==> src/rtl/rxf_pkg.sv <==
package rxf_pkg;

    typedef enum logic [1:0] {
        WS_IDLE = 2'd0,
        WS_RECV = 2'd1,
        WS_DROP = 2'd2
    } wr_state_e;

    typedef struct packed {
        logic       toss;
        logic       eof;
        logic       par;
        logic [7:0] data;
    } rx_entry_t;

endpackage

==> src/rtl/rxf_store.sv <==
module rxf_store
    import rxf_pkg::*;
#(
    parameter int DEPTH = 64,
    localparam int AW = $clog2(DEPTH)
) (
    input  logic            clk,
    input  logic            we,
    input  logic [AW-1:0]   waddr,
    input  rx_entry_t       wentry,
    input  logic [AW-1:0]   raddr,
    output rx_entry_t       rentry
);

    rx_entry_t mem [DEPTH];

    always_ff @(posedge clk) begin
        if (we) begin
            mem[waddr] <= wentry;
        end
    end

    assign rentry = mem[raddr];

endmodule

==> src/rtl/rxf_rd_port.sv <==
module rxf_rd_port #(
    parameter int PW = 7
) (
    input  logic          clk,
    input  logic          rst_n,
    input  logic          rd_en,
    input  logic [PW-1:0] wptr,
    output logic [PW-1:0] rptr,
    output logic [PW-1:0] rptr_nxt,
    output logic          rd_rdy
);

    logic fire;

    assign rd_rdy   = (wptr != rptr);
    assign fire     = rd_en && rd_rdy;
    assign rptr_nxt = fire ? rptr + PW'(1) : rptr;

    always_ff @(posedge clk) begin
        if (!rst_n) begin
            rptr <= '0;
        end else begin
            rptr <= rptr_nxt;
        end
    end

endmodule

==> src/rtl/rxf_wr_fsm.sv <==
module rxf_wr_fsm
    import rxf_pkg::*;
#(
    parameter int DEPTH      = 64,
    parameter int CNT_W      = 11,
    parameter bit ODD_PARITY = 1'b0,
    localparam int AW = $clog2(DEPTH),
    localparam int PW = AW + 1,
    localparam int MW = (CNT_W > PW) ? CNT_W : PW
) (
    input  logic             clk,
    input  logic             rst_n,
    input  logic             wr_valid,
    input  logic [7:0]       wr_data,
    input  logic             wr_last,
    input  logic             wr_crc_err,
    input  logic             addr_reject,
    input  logic             rx_error,
    input  logic [PW-1:0]    rptr_nxt,
    output logic             we,
    output logic [AW-1:0]    waddr,
    output rx_entry_t        wentry,
    output logic [PW-1:0]    wptr,
    output logic [CNT_W-1:0] frm_len,
    output logic             ovf_sticky,
    output wr_state_e        state
);

    wr_state_e        state_d;
    logic [PW-1:0]    wptr_d;
    logic [CNT_W-1:0] cnt_d;
    logic             ovf_d;

    logic [PW-1:0]    occ_after;
    logic             room;
    logic [CNT_W-1:0] cur;
    logic             flush_hit;
    logic             ovf_hit;
    logic             entered;
    logic [PW-1:0]    unread;
    logic [PW-1:0]    rewind;

    // state register
    always_ff @(posedge clk) begin
        if (!rst_n) begin
            state      <= WS_IDLE;
            wptr       <= '0;
            frm_len    <= '0;
            ovf_sticky <= 1'b0;
        end else begin
            state      <= state_d;
            wptr       <= wptr_d;
            frm_len    <= cnt_d;
            ovf_sticky <= ovf_d;
        end
    end

    // flush bookkeeping derived from the post-read occupancy
    always_comb begin
        occ_after = wptr - rptr_nxt;
        room      = (occ_after < PW'(DEPTH));
        cur       = (state == WS_RECV) ? frm_len : '0;
        flush_hit = (state == WS_RECV) && (addr_reject || rx_error);
        ovf_hit   = wr_valid && !room && (state != WS_DROP) && !flush_hit;
        entered   = MW'(occ_after) < MW'(cur);
        unread    = entered ? occ_after : PW'(cur);
        rewind    = wptr - unread;
    end

    // next state and write port
    always_comb begin
        state_d     = state;
        wptr_d      = wptr;
        cnt_d       = frm_len;
        ovf_d       = ovf_sticky || ovf_hit;
        we          = 1'b0;
        waddr       = wptr[AW-1:0];
        wentry.data = wr_data;
        wentry.par  = (^wr_data) ^ ODD_PARITY;
        wentry.eof  = wr_last;
        wentry.toss = 1'b0;
        unique case (state)
            WS_IDLE, WS_RECV: begin
                if (flush_hit || ovf_hit) begin
                    cnt_d  = '0;
                    wptr_d = rewind;
                    if (entered) begin
                        we          = 1'b1;
                        waddr       = rewind[AW-1:0];
                        wentry.data = 8'h00;
                        wentry.par  = ODD_PARITY;
                        wentry.eof  = 1'b1;
                        wentry.toss = 1'b1;
                        wptr_d      = rewind + PW'(1);
                    end
                    state_d = (wr_valid && wr_last) ? WS_IDLE : WS_DROP;
                end else if (wr_valid) begin
                    we          = 1'b1;
                    wentry.toss = wr_last && wr_crc_err;
                    wptr_d      = wptr + PW'(1);
                    if (state == WS_IDLE) begin
                        cnt_d = CNT_W'(1);
                    end else if (frm_len != '1) begin
                        cnt_d = frm_len + CNT_W'(1);
                    end
                    state_d = wr_last ? WS_IDLE : WS_RECV;
                end
            end
            WS_DROP: begin
                if (wr_valid && wr_last) begin
                    state_d = WS_IDLE;
                end
            end
            default: state_d = WS_IDLE;
        endcase
    end

endmodule

==> src/rtl/rx_frame_fifo.sv <==
module rx_frame_fifo
    import rxf_pkg::*;
#(
    parameter int DEPTH      = 64,
    parameter int CNT_W      = 11,
    parameter bit ODD_PARITY = 1'b0,
    localparam int AW = $clog2(DEPTH),
    localparam int PW = AW + 1
) (
    input  logic             clk,
    input  logic             rst_n,
    input  logic             wr_valid,
    input  logic [7:0]       wr_data,
    input  logic             wr_last,
    input  logic             wr_crc_err,
    input  logic             addr_reject,
    input  logic             rx_error,
    output logic             rd_rdy,
    input  logic             rd_en,
    output logic [7:0]       rd_data,
    output logic             rd_par,
    output logic             rd_eof,
    output logic             rd_toss,
    output logic [CNT_W-1:0] frm_len,
    output logic             ovf_sticky
);

    logic          we_w;
    logic [AW-1:0] waddr_w;
    rx_entry_t     wentry_w;
    rx_entry_t     rentry_w;
    logic [PW-1:0] wptr_w;
    logic [PW-1:0] rptr_w;
    logic [PW-1:0] rptr_nxt_w;
    wr_state_e     wst_w;

    rxf_wr_fsm #(
        .DEPTH      (DEPTH),
        .CNT_W      (CNT_W),
        .ODD_PARITY (ODD_PARITY)
    ) u_wr (
        .clk         (clk),
        .rst_n       (rst_n),
        .wr_valid    (wr_valid),
        .wr_data     (wr_data),
        .wr_last     (wr_last),
        .wr_crc_err  (wr_crc_err),
        .addr_reject (addr_reject),
        .rx_error    (rx_error),
        .rptr_nxt    (rptr_nxt_w),
        .we          (we_w),
        .waddr       (waddr_w),
        .wentry      (wentry_w),
        .wptr        (wptr_w),
        .frm_len     (frm_len),
        .ovf_sticky  (ovf_sticky),
        .state       (wst_w)
    );

    rxf_store #(
        .DEPTH (DEPTH)
    ) u_store (
        .clk    (clk),
        .we     (we_w),
        .waddr  (waddr_w),
        .wentry (wentry_w),
        .raddr  (rptr_w[AW-1:0]),
        .rentry (rentry_w)
    );

    rxf_rd_port #(
        .PW (PW)
    ) u_rd (
        .clk      (clk),
        .rst_n    (rst_n),
        .rd_en    (rd_en),
        .wptr     (wptr_w),
        .rptr     (rptr_w),
        .rptr_nxt (rptr_nxt_w),
        .rd_rdy   (rd_rdy)
    );

    assign rd_data = rentry_w.data;
    assign rd_par  = rentry_w.par;
    assign rd_eof  = rentry_w.eof;
    assign rd_toss = rentry_w.toss;

endmodule

==> config.mk <==
export PLATFORM = sky130hd
export DESIGN_NAME = rx_frame_fifo
export DESIGN_NICKNAME = d
export VERILOG_FILES = /design/src/rtl/rxf_pkg.sv /design/src/rtl/rxf_store.sv /design/src/rtl/rxf_rd_port.sv /design/src/rtl/rxf_wr_fsm.sv /design/src/rtl/rx_frame_fifo.sv
export SDC_FILE = /design/constraint.sdc
export NUM_CORES = 1
export LEC_CHECK = 0
export BUFFER_PORTS_ARGS = -buffer_cell sky130_fd_sc_hd__clkbuf_2
export CORE_ASPECT_RATIO = 0.5
export CORE_MARGIN = 8
export CORE_UTILIZATION = 43
export DETAILED_ROUTE_END_ITERATION = 8
export SLEW_MARGIN = 25
export SYNTH_ARGS = -nofsm -noshare
export SYNTH_HDL_FRONTEND = slang
export SYNTH_SLANG_ARGS = --single-unit
==> constraint.sdc <==
create_clock -name clk -period 10.45 [get_ports clk]
set_input_delay 2.6125 -clock clk [delete_from_list [all_inputs] [get_ports clk]]
set_output_delay 2.6125 -clock clk [all_outputs]
set_load 0.02 [all_outputs]
==> results_dict.tcl, run 1 <==
set metrics [dict create \
    status "finished, final reports clean" \
    ctsHoldBuffers 0 \
    utilization 0.490 \
    hold_class "reg2reg" \
    layout_common_cells "edfxtp_1 (704), mux4_2 (231), buf_4 (100)" \
    min_period_ns 9.53 \
    core_um2 70400 \
    power_density_nw_per_um2 315 \
    clockBufferDepth 3 \
    grt_pass1_vias 16000 \
    finalMaxSlewViolations 0 \
    worst_pin_slew_ns 1.09 \
    die_y_um 204 \
    boundaryPins 40 \
    drc 0 \
    dp_cells 2540 \
    h-tree-depth 3 \
    syn_to_final_growth_pct 13.7 \
    syn-cell-area_um2 30400 \
    finalCritPeriodShare 0.912 \
    drive_gt1_frac 0.297 \
    rsz0062_at_grt "no" \
    critPathLaunchType "input port" \
    switching_share 0.361 \
    comb_power_share 0.398 \
    stdcell_count 2662 \
    io_buffers 39 \
    synth_top_area_cell "edfxtp_1" \
    p_sw_w 0.00393 \
    vias_per_cell 5.93 \
    cts_tree "done" \
    wl_um 73900 \
    drv_cap 0 \
    antenna_found_initial 3 \
    dp_hpwl_um 46400 \
    start_util 0.431 \
    hold_violations 0 \
    drt_iter0_markers 1730 \
    setup_viol 0 \
    ys_seq_elements 732 \
    synth_edf_count 704 \
    clock_sinks 732 \
    synth.top_cell.area_share 0.696 \
    setup_ws_ns 0.921 \
    clk_pin_slew_ns 0.07 \
    fp.dieW_um 392 \
    n_fill_cell 5678 \
    seqPwrFrac 0.372 \
    worst_path_most_repeated_cell "ha_1" \
    post-cts-setup-buffers 0 \
    finalSetupTns_ns 0 \
    power.leakage_nw 10.8 \
    syn_avg_cell_area_um2 19.9 \
    cp.required_ns 10.77 \
    drt-wirelength-per-cell_um 27.7 \
    syn_nets 1560 \
    slew_headroom 0.273 \
    post_cts_resized 0 \
    drtPass1Iterations 7 \
    power.share.clock 0.230 \
    yosys.cell_types.count 71 \
    synthFlopType "edfxtp_1" \
    worstPathArrival_ns 9.84 \
    synth_seq_area_share 0.715 \
    fp.dieArea_um2 79900 \
    max_freq_mhz 105 \
    synth_area_leaders "edfxtp_1 (70%), mux4_2 (17%), dfxtp_1 (1.8%)" \
    critPathCaptureType "register" \
    async_flop_share 0 \
    vias 15800 \
    grt_pass1_wl_um 109000 \
    pre_cts_ws_ns 0.485 \
    yosysWarnings 0 \
    cts-root-buf "clkbuf_16" \
    cpPeakStageDelay_ns 0.57 \
    tritoncts.num_buffers 68 \
    num_rows 69 \
    grt_max_degree 95 \
    cp_slowest_cell "nor3_1" \
    final_nets 1689 \
    grt_overflow_total 0 \
    peakVddDrop_mv 0.245 \
    gp_congestion 0.864 \
    ant_nets 0 \
    worstSkewPairLatency_ns 0.61 \
    layout_commonest_cell "edfxtp_1" \
    fin_skew_ns 0.0273 \
    crit_type "in2reg" \
    cp_max_fo 12 \
    synth_cells 1524 \
    grt_usage 0.185 \
    intPower_w 0.00694 \
]
cell type report:
| cell class | count | area [um2] | area share |
|---|---|---|---|
| timing repair buffer | 144 | 1040 | 0.0302 |
| inverter | 17 | 63.8 | 0.00185 |
| clock inverter | 35 | 378 | 0.0109 |
| tap | 958 | 1200 | 0.0347 |
| antenna | 1 | 2.50 | 0.0000725 |
| multi-input combinational | 690 | 8300 | 0.240 |
| sequential | 732 | 21700 | 0.629 |
| clock buffer | 85 | 1830 | 0.0530 |
cells by family after synthesis:
logic type                 count (synthesis)  synth area share
and+or+nand+nor                          275            0.0453
xor gates and xnor gates                  36            0.0108
AOI/OAI and AO/OA                         99            0.0235
DFF                                      732             0.715
adders and majority gates                 21           0.00882
muxes                                    259             0.182
buffers and inverters                    102            0.0147
cells in the mapped netlist, types with 5 or more instances:
| master | count |
|---|---|
| buf_1 | 23 |
| nand4_1 | 13 |
| a21oi_1 | 13 |
| xnor2_1 | 28 |
| nor2b_1 | 16 |
| and2_1 | 5 |
| mux4_2 | 231 |
| nor2_1 | 59 |
| o21ai_0 | 28 |
| mux2i_1 | 20 |
| or2_2 | 5 |
| xor2_1 | 7 |
| inv_1 | 16 |
| ha_1 | 19 |
| buf_2 | 7 |
| nand2b_1 | 10 |
| nor3_1 | 70 |
| and3_1 | 10 |
| a31oi_1 | 12 |
| edfxtp_1 | 704 |
| dfxtp_1 | 28 |
| o21a_1 | 6 |
| nand3_1 | 21 |
| clkbuf_1 | 47 |
| nand2_1 | 47 |
metal layers:
metal	routed length [um]	part of all wire	track usage	up-vias
li1	-	-	-	6618
met1	31700	0.43	0.261	8478
met2	35700	0.48	0.295	610
met3	5170	0.070	0.0385	83
met4	1320	0.018	0.0441	0
met5	0	0	0	-
path summary, 6_finish.rpt:
| kind | from | to | slack [ns] | depth (start not counted) |
|---|---|---|---|---|
| worst max-delay path | rd_en | u_store.mem[59][5] | 0.92 | 29 |
| worst min-delay path | u_wr.ovf_sticky | u_wr.ovf_sticky | 0.48 | 1 |
| worst max register to register | u_rd.rptr[4] | u_store.mem[59][5] | 1.56 | 30 |
| worst min register to register | u_wr.ovf_sticky | u_wr.ovf_sticky | 0.48 | 1 |
power groups by stage:
stage,logic [W],registers [W],clock network [W]
6_report,0.00432,0.00405,0.00250
5_1_grt,0.00461,0.00407,0.00266
4_1_cts,0.00430,0.00405,0.00255
3_5_place_dp,0.00430,0.00411,0
3_3_place_gp,0.00419,0.00410,0
2_1_floorplan,0.00274,0.00408,0
sequential cells by signal (all words and copies together), names as in the netlist:
| name | flops |
|---|---|
| u_rd.rptr | 7 |
| u_store.mem | 704 |
| u_wr.state | 2 |
| u_wr.frm_len | 11 |
| u_wr.ovf_sticky | 1 |
| u_wr.wptr | 7 |
worst max-delay path: cells and delay by family:
kind            cells  cell delay, ns
compound gates     10            2.33
xor+xnor            2            0.42
fa+ha+maj           3            0.88
buf+inv             4            0.70
mux                 3            1.04
simple gates        7            1.85
per-stage QoR:
stage / power, W / area, um2 / hold slack, ns
floorplan: 0.00682 / 30400 / 0.550
global placement: 0.00829 / 32300 / 0.473
detailed placement: 0.00841 / 32300 / 0.466
CTS: 0.0109 / 34500 / 0.483
global route: 0.0113 / 34500 / 0.526
finish: 0.0109 / 34500 / 0.484
Note: power is estimated with default switching activity, not from simulation.
==> run 2: changes to the inputs <==
Settings changed: CTS_CLUSTER_SIZE from default to 8.
Clock period 10.45 ns to 9.2 ns, I/O delays scaled along.
==> results_dict.tcl, run 2 (same netlist as run 1, synthesis figures left out) <==
set metrics [dict create \
    status "finished, final reports clean" \
    crit_type "in2reg" \
    cp.required_ns 9.72 \
    intPower_w 0.00834 \
    drt-wirelength-per-cell_um 27.3 \
    syn_to_final_growth_pct 15.6 \
    min_period_ns 8.45 \
    layout_commonest_cell "edfxtp_1" \
    vias 15800 \
    reg_top3 "u_store.mem: 704 flops, u_wr.frm_len: 11 flops" \
    grt_overflow_total 0 \
    finalMaxSlewViolations 0 \
    ctsHoldBuffers 0 \
    grt_usage 0.183 \
    drt_iter0_markers 1943 \
    critPathLaunchType "input port" \
    post-cts-setup-buffers 0 \
    core_um2 70400 \
    dp_cells 2545 \
    comb_power_share 0.389 \
    wl_met2_um 34600 \
    post_cts_resized 0 \
    diodes 0 \
    dp_hpwl_um 45600 \
    dr.max_layer_used "met4" \
    crit_start "rd_en" \
    wl_met1_um 31700 \
    finalSetupTns_ns 0 \
    cp_max_fo 7 \
    switching_share 0.350 \
    seqPwrFrac 0.356 \
    cts_tree "done" \
    grt_pass1_vias 16000 \
    reg2reg_to "u_wr.wptr[6]" \
    drtPass1Iterations 6 \
    power.share.clock 0.255 \
    fp.dieArea_um2 79900 \
    die_y_um 204 \
    power_density_nw_per_um2 366 \
    io_buffers 39 \
    cp_slowest_cell "o311ai_0" \
    clock_sinks 732 \
    critPathCaptureType "register" \
    met3_length_um 5440 \
    power.leakage_nw 11.0 \
    hold_violations 0 \
    cpPeakStageDelay_ns 0.58 \
    worstSetupEndpoint "u_wr.wptr[6]" \
    slew_headroom 0.303 \
    ant_nets 0 \
    clockBufferDepth 3 \
    tritoncts.num_buffers 101 \
    fp.dieW_um 392 \
    stdcell_count 2673 \
    grt_max_degree 69 \
    boundaryPins 40 \
    wl_um 72900 \
    layout_common_cells "edfxtp_1 (704), mux4_2 (231), clkbuf_16 (104)" \
    setup_viol 0 \
    clk_pin_slew_ns 0.05 \
    cts-root-buf "clkbuf_16" \
    max_freq_mhz 118 \
    peakVddDrop_mv 0.435 \
    start_util 0.431 \
    antenna_found_initial 4 \
    worstPathArrival_ns 8.97 \
    drive_gt1_frac 0.307 \
    r2r_slack_ns 1.26 \
    h-tree-depth 3 \
    worstSkewPairLatency_ns 0.64 \
    grt_pass1_wl_um 109000 \
    worst_pin_slew_ns 1.04 \
    finalCritPeriodShare 0.918 \
    final_nets 1727 \
    rsz0062_at_grt "no" \
    drc 0 \
    ff2ff_path_depth 31 \
    drv_cap 0 \
    gp_congestion 0.889 \
    top_register "u_store.mem" \
    vias_per_cell 5.92 \
    fin_skew_ns 0.0266 \
    hold_class "reg2reg" \
    largest_reg_flops 704 \
    p_sw_w 0.00450 \
    worstReg2RegStart "u_wr.wptr[3]" \
    num_rows 69 \
]
==> run 2: worst min path at each step <==
stage	from	endpoint	slack (ns)	cells after the start
2_1_floorplan	u_rd.rptr[6]	u_rd.rptr[6]	0.55	2
3_3_place_gp	u_wr.ovf_sticky	u_wr.ovf_sticky	0.46	1
3_5_place_dp	u_wr.ovf_sticky	u_wr.ovf_sticky	0.50	1
4_1_cts	u_wr.ovf_sticky	u_wr.ovf_sticky	0.51	1
5_1_grt	u_wr.ovf_sticky	u_wr.ovf_sticky	0.53	1
6_report	u_wr.ovf_sticky	u_wr.ovf_sticky	0.51	1
==> run 2: per-layer routing <==
| metal | vias to the layer above | GRT usage |
|---|---|---|
| met5 | - | 0 |
| met4 | 0 | 0.0376 |
| met3 | 96 | 0.0408 |
| met2 | 614 | 0.289 |
| met1 | 8429 | 0.263 |
| li1 | 6674 | - |
==> run 2: worst max-delay path: cells and delay by family <==
kind                     cells  cell delay [ns]
buffers and inverters        3             0.54
XOR/XNOR                     2             0.34
AO/OA/AOI/OAI               13             3.44
multiplexers                 3             0.72
adder cells (fa/ha/maj)      3             0.87
AND/OR/NAND/NOR              6             0.77
==> run 2: power by group through the flow <==
stage                     clock (W)  combinational [W]  sequential (W)
after floorplan                   0            0.00312         0.00463
after global placement            0            0.00484         0.00462
after detailed placement          0            0.00498         0.00463
after CTS                   0.00334            0.00500         0.00457
after global routing        0.00347            0.00536         0.00459
final                       0.00327            0.00500         0.00457
==> run 2: layout make-up <==
cell class	count	area, um2
Clock buffer	123	2680
Fill cell	5663	35400
Inverter	17	63.8
Sequential cell	732	21700
Tap cell	958	1200
Multi-Input combinational cell	690	8300
Clock inverter	4	48.8
Timing Repair Buffer	149	1080
==> run 2: through the flow <==
stage | power (W) | instance area (um2) | hold WS (ns) | worst slack (ns) | util
2_1_floorplan | 0.00775 | 30400 | 0.550 | 0.241 | -
3_3_place_gp | 0.00945 | 32300 | 0.457 | 0.291 | 0.459
3_5_place_dp | 0.00961 | 32300 | 0.497 | 0.178 | 0.459
4_1_cts | 0.0129 | 35100 | 0.509 | 0.871 | 0.498
5_1_grt | 0.0134 | 35100 | 0.528 | 0.0491 | 0.498
6_report | 0.0128 | 35100 | 0.513 | 0.754 | 0.498
